`config.mk`:
```
export PLATFORM = sky130hd
export DESIGN_NAME = usb_ep_tx_ctrl
export DESIGN_NICKNAME = d
export VERILOG_FILES = /design/src/rtl/usb_ep_tx_pkg.sv /design/src/rtl/usb_ep_tog_unit.sv /design/src/rtl/usb_ep_stat_unit.sv /design/src/rtl/usb_ep_addr_reg.sv /design/src/rtl/usb_ep_tx_ctrl.sv
export SDC_FILE = /design/constraint.sdc
export NUM_CORES = 1
export LEC_CHECK = 0
export CAP_MARGIN = 10
export CORE_AREA = 8 8 45 47
export CTS_BUF_LIST = sky130_fd_sc_hd__clkbuf_8
export DETAILED_ROUTE_END_ITERATION = 8
export DIE_AREA = 0 0 53 55
export HOLD_SLACK_MARGIN = 0.12
export PLACE_DENSITY_LB_ADDON = 0.08
export SETUP_SLACK_MARGIN = 0.02
export SLEW_MARGIN = 20
export SYNTH_ARGS = -nofsm -noshare
export SYNTH_HDL_FRONTEND = slang
export SYNTH_SLANG_ARGS = --single-unit
```
`constraint.sdc`:
```
create_clock -name clk_i -period 2.85 [get_ports clk_i]
set_input_delay 0.57 -clock clk_i [delete_from_list [all_inputs] [get_ports clk_i]]
set_output_delay 0.57 -clock clk_i [all_outputs]
set_load 0.1 [all_outputs]
```
`src/rtl/usb_ep_tx_pkg.sv`:
```
package usb_ep_tx_pkg;
  localparam int REG_W    = 8;
  localparam int ADDR_W   = 4;
  localparam int STAT_W   = 2;
  localparam int TOG_BIT  = 6;
  localparam int STAT_LSB = 4;
  localparam int ADDR_LSB = 0;

  typedef enum logic [1:0] {
    EP_BULK = 2'b00,
    EP_CTRL = 2'b01,
    EP_ISO  = 2'b10,
    EP_INTR = 2'b11
  } ep_type_e;

  typedef enum logic [STAT_W-1:0] {
    ST_DIS   = 2'b00,
    ST_STALL = 2'b01,
    ST_NAK   = 2'b10,
    ST_VALID = 2'b11
  } tx_stat_e;
endpackage

```
`src/rtl/usb_ep_tog_unit.sv`:
```
module usb_ep_tog_unit
  import usb_ep_tx_pkg::*;
(
  input  logic     clk_i,
  input  logic     rst_ni,
  input  ep_type_e ep_type_i,
  input  logic     ack_rcvd_i,
  input  logic     setup_rcvd_i,
  input  logic     iso_sent_i,
  input  logic     sw_flip_i,
  output logic     tog_o
);
  logic tog_q, hw_tog;
  logic is_iso, is_ctrl;

  assign is_iso  = (ep_type_i == EP_ISO);
  assign is_ctrl = (ep_type_i == EP_CTRL);

  // hardware result first, software inversion on top
  always_comb begin
    hw_tog = tog_q;
    if (is_ctrl && setup_rcvd_i)     hw_tog = 1'b1;
    else if (!is_iso && ack_rcvd_i)  hw_tog = ~tog_q;
    else if (is_iso && iso_sent_i)   hw_tog = ~tog_q;
  end

  always_ff @(posedge clk_i or negedge rst_ni) begin
    if (!rst_ni) tog_q <= 1'b0;
    else         tog_q <= hw_tog ^ sw_flip_i;
  end

  assign tog_o = tog_q;

  a_r5_setup_forces_one: assert property (@(posedge clk_i) disable iff (!rst_ni)
    (is_ctrl && setup_rcvd_i && !sw_flip_i) |=> tog_o);
  a_r4_ack_flips: assert property (@(posedge clk_i) disable iff (!rst_ni)
    (!is_iso && ack_rcvd_i && !(is_ctrl && setup_rcvd_i) && !sw_flip_i)
      |=> (tog_o != $past(tog_o)));
  a_r6_iso_ack_ignored: assert property (@(posedge clk_i) disable iff (!rst_ni)
    (is_iso && !iso_sent_i && !sw_flip_i) |=> $stable(tog_o));
  a_r10_sw_on_top: assert property (@(posedge clk_i) disable iff (!rst_ni)
    (is_ctrl && setup_rcvd_i && sw_flip_i) |=> !tog_o);
endmodule

```
`src/rtl/usb_ep_stat_unit.sv`:
```
module usb_ep_stat_unit
  import usb_ep_tx_pkg::*;
(
  input  logic              clk_i,
  input  logic              rst_ni,
  input  ep_type_e          ep_type_i,
  input  logic              host_mode_i,
  input  logic              xfer_ok_i,
  input  logic              hs_valid_i,
  input  logic [STAT_W-1:0] hs_code_i,
  input  logic [STAT_W-1:0] sw_flip_i,
  output logic [STAT_W-1:0] stat_o
);
  logic [STAT_W-1:0] stat_q, hw_stat;
  logic is_iso;

  assign is_iso = (ep_type_i == EP_ISO);

  always_comb begin
    hw_stat = stat_q;
    if (host_mode_i) begin
      if (hs_valid_i) hw_stat = hs_code_i;
    end else if (!is_iso && xfer_ok_i) begin
      hw_stat = ST_NAK;
    end
  end

  always_ff @(posedge clk_i or negedge rst_ni) begin
    if (!rst_ni) stat_q <= ST_DIS;
    else         stat_q <= hw_stat ^ sw_flip_i;
  end

  assign stat_o = stat_q;

  a_r7_force_nak: assert property (@(posedge clk_i) disable iff (!rst_ni)
    (!host_mode_i && !is_iso && xfer_ok_i && sw_flip_i == '0) |=> (stat_o == ST_NAK));
  a_r8_iso_hold: assert property (@(posedge clk_i) disable iff (!rst_ni)
    (!host_mode_i && is_iso && sw_flip_i == '0) |=> $stable(stat_o));
  a_r9_host_capture: assert property (@(posedge clk_i) disable iff (!rst_ni)
    (host_mode_i && hs_valid_i && sw_flip_i == '0) |=> (stat_o == $past(hs_code_i)));
  a_r9_host_no_nak: assert property (@(posedge clk_i) disable iff (!rst_ni)
    (host_mode_i && !hs_valid_i && sw_flip_i == '0) |=> $stable(stat_o));
endmodule

```
`src/rtl/usb_ep_addr_reg.sv`:
```
module usb_ep_addr_reg
  import usb_ep_tx_pkg::*;
(
  input  logic              clk_i,
  input  logic              rst_ni,
  input  logic              wr_i,
  input  logic [ADDR_W-1:0] wdata_i,
  output logic [ADDR_W-1:0] addr_o
);
  always_ff @(posedge clk_i or negedge rst_ni) begin
    if (!rst_ni)   addr_o <= '0;
    else if (wr_i) addr_o <= wdata_i;
  end

  a_r3_addr_load: assert property (@(posedge clk_i) disable iff (!rst_ni)
    wr_i |=> (addr_o == $past(wdata_i)));
  a_r3_addr_hold: assert property (@(posedge clk_i) disable iff (!rst_ni)
    !wr_i |=> $stable(addr_o));
endmodule

```
`src/rtl/usb_ep_tx_ctrl.sv`:
```
module usb_ep_tx_ctrl
  import usb_ep_tx_pkg::*;
(
  input  logic              clk_i,
  input  logic              rst_ni,
  input  logic              reg_we_i,
  input  logic              reg_be_i,
  input  logic [REG_W-1:0]  reg_wdata_i,
  output logic [REG_W-1:0]  reg_rdata_o,
  input  logic [1:0]        ep_type_i,
  input  logic              host_mode_i,
  input  logic              ack_rcvd_i,
  input  logic              setup_rcvd_i,
  input  logic              iso_sent_i,
  input  logic              xfer_ok_i,
  input  logic              hs_valid_i,
  input  logic [STAT_W-1:0] hs_code_i,
  output logic              dtog_o,
  output logic [STAT_W-1:0] stat_o,
  output logic [ADDR_W-1:0] addr_o
);
  localparam int PAD_W = REG_W - TOG_BIT - 1;

  logic              wr;
  logic              tog_flip;
  logic [STAT_W-1:0] stat_flip;
  ep_type_e          ep_type;

  assign wr        = reg_we_i & reg_be_i;
  assign ep_type   = ep_type_e'(ep_type_i);
  assign tog_flip  = wr & reg_wdata_i[TOG_BIT];
  assign stat_flip = {STAT_W{wr}} & reg_wdata_i[STAT_LSB +: STAT_W];

  usb_ep_tog_unit u_tog (
    .clk_i, .rst_ni,
    .ep_type_i    (ep_type),
    .ack_rcvd_i, .setup_rcvd_i, .iso_sent_i,
    .sw_flip_i    (tog_flip),
    .tog_o        (dtog_o)
  );

  usb_ep_stat_unit u_stat (
    .clk_i, .rst_ni,
    .ep_type_i    (ep_type),
    .host_mode_i, .xfer_ok_i, .hs_valid_i, .hs_code_i,
    .sw_flip_i    (stat_flip),
    .stat_o       (stat_o)
  );

  usb_ep_addr_reg u_addr (
    .clk_i, .rst_ni,
    .wr_i    (wr),
    .wdata_i (reg_wdata_i[ADDR_LSB +: ADDR_W]),
    .addr_o  (addr_o)
  );

  generate
    if (PAD_W > 0) begin : g_pad
      assign reg_rdata_o = {{PAD_W{1'b0}}, dtog_o, stat_o, addr_o};
    end else begin : g_nopad
      assign reg_rdata_o = {dtog_o, stat_o, addr_o};
    end
  endgenerate

  a_r2_no_strobe_no_flip: assert property (@(posedge clk_i) disable iff (!rst_ni)
    (!reg_be_i && !ack_rcvd_i && !setup_rcvd_i && !iso_sent_i && !xfer_ok_i && !hs_valid_i)
      |=> $stable(reg_rdata_o));
  a_r11_pad_zero: assert property (@(posedge clk_i) disable iff (!rst_ni)
    reg_rdata_o[REG_W-1] == 1'b0);
endmodule

```
-- Word level (Yosys, flattened, before mapping)
Index checks and enable logic that the tools add are counted.
- register bits after elaboration: 7
- word-level logic and storage cells: 22
- input bits: 22
- output and inout port bits: 15
- multiplexer cells: 6
- reduce and logical (&&, ||, !) cells: 5
- equal/unequal tests: 2
- bitwise logic cells: 6
- operators by type and width (kind ; number):
    2-bit two-way mux ; 3
    1-bit logical AND ; 4
    1-bit two-way mux ; 3
    1-bit bitwise AND ; 2
    2-bit bitwise AND ; 1
    2-bit by 1-bit equality test with 1-bit output (second input constant) ; 1
    2-bit equality test (second input constant) ; 1
    2-bit bitwise XOR ; 1
    1-bit logical NOT ; 1
    1-bit NOT ; 1
    1-bit bitwise XOR ; 1

-- Longest topological paths before layout
- depth after elaboration: 6
- depth in mapped cells: 4
- gate-level depth less buffers: 4

-- By module
From an unflattened synthesis, not the netlist that was laid out.
- cell total of the unflattened synthesis: 40
- area, all modules: 441.7 um^2
- by module, submodules not included (module ; sequential area each (um^2) ; area an instance (um^2) ; instances ; cells an instance):
    usb_ep_addr_reg ; 100.1 ; 145.1 ; 1 ; 8
    usb_ep_stat_unit ; 50.0 ; 126.4 ; 1 ; 11
    usb_ep_tx_ctrl ; 0.0 ; 90.1 ; 1 ; 13
    usb_ep_tog_unit ; 25.0 ; 80.1 ; 1 ; 8

-- Worst setup path after synthesis
Ideal clock, no wire load.
- path type: register to output
- start point: register u_tog.tog_q (netlist: u_tog.tog_o)
- end point: output port reg_rdata_o[6]
- path buffers: 1
- path slack: 895 ps
- stages on the path, launching flop included: 2
- data arrival time: 1385 ps
- required time: 2280 ps
- cells stage by stage: dfrtp_1 buf_4
- RTL lines (what ; RTL line ; RTL):
    from (decl) ; usb_ep_tog_unit.sv:13 ; logic tog_q, hw_tog;
    from (signal assigned) ; usb_ep_tog_unit.sv:29 ; else tog_q <= hw_tog ^ sw_flip_i;
    to (decl) ; usb_ep_tx_ctrl.sv:9 ; output logic [REG_W-1:0] reg_rdata_o,
No word-level cell between the ends.

-- Worst setup path in the final report
- start point: input port hs_valid_i
- end point: register u_stat.stat_q[0] (netlist: u_stat.stat_o[0])
- longest elaborated chain between the ends: 3
- ends and longest elaborated chain (what ; RTL line ; RTL):
    from (decl) ; usb_ep_tx_ctrl.sv:16 ; input logic hs_valid_i,
    2-bit two-way mux ; usb_ep_stat_unit.sv:22 ; if (hs_valid_i) hw_stat = hs_code_i;
    2-bit two-way mux ; usb_ep_stat_unit.sv:21 ; if (host_mode_i) begin
    2-bit bitwise XOR ; usb_ep_stat_unit.sv:30 ; else stat_q <= hw_stat ^ sw_flip_i;
    to (signal assigned) ; usb_ep_stat_unit.sv:30 ;
    to (decl) ; usb_ep_stat_unit.sv:14 ; logic [STAT_W-1:0] stat_q, hw_stat;
No other way between the ends.
A chain may end at the register's enable or synchronous reset.

==> flow_summary.json <==
{
  "status": "finished, final reports clean",
  "syn_avg_cell_area_sq_um": 10.2,
  "internal_power_uw": 318,
  "ys_top_cells_by_area": "dfrtp_1, buf_4, mux2_2, xnor2_1, xor2_1",
  "worstPathArrival_ns": 1.69,
  "die-width_um": 53,
  "cts_inserted_buffers": 3,
  "clockRootBuffer": "clkbuf_8",
  "synth-seq-area-share_pct": 40.8,
  "ys_seq_elements": 7,
  "holdCritPathClass": "reg -> reg",
  "syn_inst": 42,
  "synth.largest_area_cell": "dfrtp_1",
  "synth_nets": 64,
  "worstRegToRegCells": 3,
  "setup_viol": 0,
  "post_cts_resize_count": 0,
  "wl_mm": 1.11,
  "start_kind": "primary input",
  "synthMuxAreaShare_pct": 14.0,
  "grtUsageMet3_pct": 6.68,
  "rsz0062_at_grt": "false",
  "cts_hold_buf": 0,
  "required_ns": 3.00,
  "critical_path_class": "in -> reg",
  "hold_viol_final": 0,
  "period_minus_slack_ns": 1.54,
  "die_area_sq_um": 2920,
  "area_growth_pct": 72.3,
  "synth_fa_ha_area_share_pct": 0,
  "core_area_sq_um": 1380,
  "initial_core_util_pct": 31.0,
  "die_h_um": 55,
  "min_path_cells": 1,
  "overflow": 0,
  "drt_iter0_drc": 6,
  "antenna_found_initial": 0,
  "grt_pass1_vias": 381,
  "h-tree-depth": 1,
  "drc": 0,
  "floorplan.rows": 14,
  "fmax_mhz": 648,
  "leakagePower_nw": 0.326,
  "clk_pin_slew_worst_paths_ns": 0.04,
  "grt_use_total_pct": 8.31,
  "synth_cell_types": 15,
  "synth_compound_area_share_pct": 7.58,
  "place.detailed.hpwl_um": 956,
  "ir_worst_vdd_uv": 523,
  "switchingPower_uw": 410,
  "port_buffers": 34,
  "total_power_uw": 729,
  "avgRoutedWirePerCell_um": 12.6,
  "grt_max_degree": 8,
  "viasPerCell": 4.42,
  "p_clk_share_pct": 18.3,
  "slew_violations": 0,
  "post_synth_and_or_nand_nor_area_fraction_pct": 12.5,
  "min_period_over_period_pct": 54.2,
  "maxCapViolations": 0,
  "n_fill_cell": 132,
  "pwr_density_cell_nw_per_um2": 986,
  "gp_congestion": 0.686,
  "busiest_layer": "met2",
  "synth_top_area_share_pct": 40.8,
  "synth_top_family_by_area": "buffers and inverters",
  "clkSinkCount": 7,
  "worst_setup_path_end_kind": "register",
  "detail-route-antenna-nets": 0,
  "clk_latency_ns": 0.22,
  "ios": 37,
  "grt_use_met1_pct": 8.98,
  "synth.cell_area_sq_um": 429,
  "drt_pass1_iterations": 2,
  "p_sw_share_pct": 56.3,
  "yosys_warnings": 0,
  "n_antenna_cell": 0,
  "post_cts_buffers": 0,
  "fin_nets": 95,
  "finClkSkew_ns": 0,
  "share_seq_of_total_power_pct": 19.1,
  "clock_path_buffers": 2,
  "tritoncts": "yes",
  "cp_max_fo": 3,
  "vias": 389,
  "synthXorXnorAreaFrac_pct": 10.2,
  "combPwrFrac_pct": 62.5,
  "met2_usage_pct": 11.5,
  "drive_above_1_share_pct": 31.9,
  "setup-tns-final_ns": 0,
  "grt_pass1_wl_mm": 1.72
}
-- final timing paths --
| kind | start | end | slack, ns |
|---|---|---|---|
| worst max-delay path | hs_valid_i | u_stat.stat_o[0] | 1.31 |
| worst min-delay path | u_addr.addr_o[3] | u_addr.addr_o[3] | 0.53 |
| worst max register to register | u_stat.stat_o[0] | u_stat.stat_o[0] | 1.80 |
| worst min register to register | u_addr.addr_o[3] | u_addr.addr_o[3] | 0.53 |
| max in group asynchronous | rst_ni | u_addr.addr_o[0] | 2.01 |
| min in group asynchronous | rst_ni | u_addr.addr_o[3] | 0.60 |
-- state kept, by name (all words and copies together) (netlist names) --
signal and count:
u_addr.addr_o 4, u_stat.stat_o 2, u_tog.tog_o 1
-- cells by family (layout without fill, tap and decap cells) --
| family | after synthesis | in the layout |
|---|---|---|
| AOI/OAI and AO/OA | 5 | 5 |
| buffers and inverters | 8 | 38 |
| and+or+nand+nor | 11 | 11 |
| muxes | 5 | 5 |
| xor gates and xnor gates | 5 | 5 |
| other | 1 | 1 |
| DFF | 7 | 7 |
-- placed cells by master (no fill, tap or decap) --
master and instances:
nand2b_1 2, xnor2_1 3, nor2_1 1, a21oi_1 3
conb_1 1, clkbuf_8 3, mux2_4 1, nand2_1 4
xor2_1 2, inv_1 1, nand3b_1 1, mux2_2 4
o221ai_1 1, nand3_1 3, buf_4 14, dfrtp_1 7
clkdlybuf4s50_1 20, a21oi_2 1
-- stage by stage --
step / hold slack (ns) / setup slack [ns] / cell area (sq um) / instances / utilization, %
2_1_floorplan: 0.274 / 0.895 / 429 / 42 / -
3_3_place_gp: 0.522 / 1.08 / 694 / 84 / 50.2
3_5_place_dp: 0.528 / 1.07 / 694 / 84 / 50.2
4_1_cts: 0.536 / 1.31 / 739 / 88 / 53.4
5_1_grt: 0.556 / 1.26 / 739 / 88 / 53.4
6_report: 0.531 / 1.31 / 739 / 88 / 53.4
-- worst max-delay path: stages --
cell and delay (ns):
clkdlybuf4s50_1 0.52, mux2_4 0.31, a21oi_2 0.15, xor2_1 0.14
-- layer usage --
metal / vias to the layer above / routed length [um]
met2: 20 / 533
met5: - / 0
met1: 175 / 435
met3: 2 / 132
met4: 0 / 11
li1: 192 / -
-- synthesized netlist by cell type (all sizes together) --
cell / count
buf: 8
dfrtp: 7
mux2: 5
a21oi: 4
nand2: 4
nand3: 3
xnor2: 3
nand2b: 2
xor2: 2
conb: 1
nand3b: 1
nor2: 1
o221ai: 1
-- power groups by stage --
stage                     sequential (mW)  combinational, mW  clock [mW]
after floorplan                     0.285              0.235           0
after global placement              0.141              0.459           0
after detailed placement            0.141              0.458           0
after CTS                           0.140              0.459       0.139
after global routing                0.143              0.467       0.147
final                               0.139              0.456       0.134
-- area by class of cell --
| type | count | area (sq um) | share of cell area [%] |
|---|---|---|---|
| tap | 16 | 20.0 | 2.71 |
| timing repair buffer | 34 | 305 | 41.3 |
| clock buffer | 3 | 41.3 | 5.58 |
| sequential | 7 | 175 | 23.7 |
| multi-input combinational | 27 | 194 | 26.2 |
| clock inverter | 1 | 3.75 | 0.508 |
Note: power is estimated with default switching activity, not from simulation.
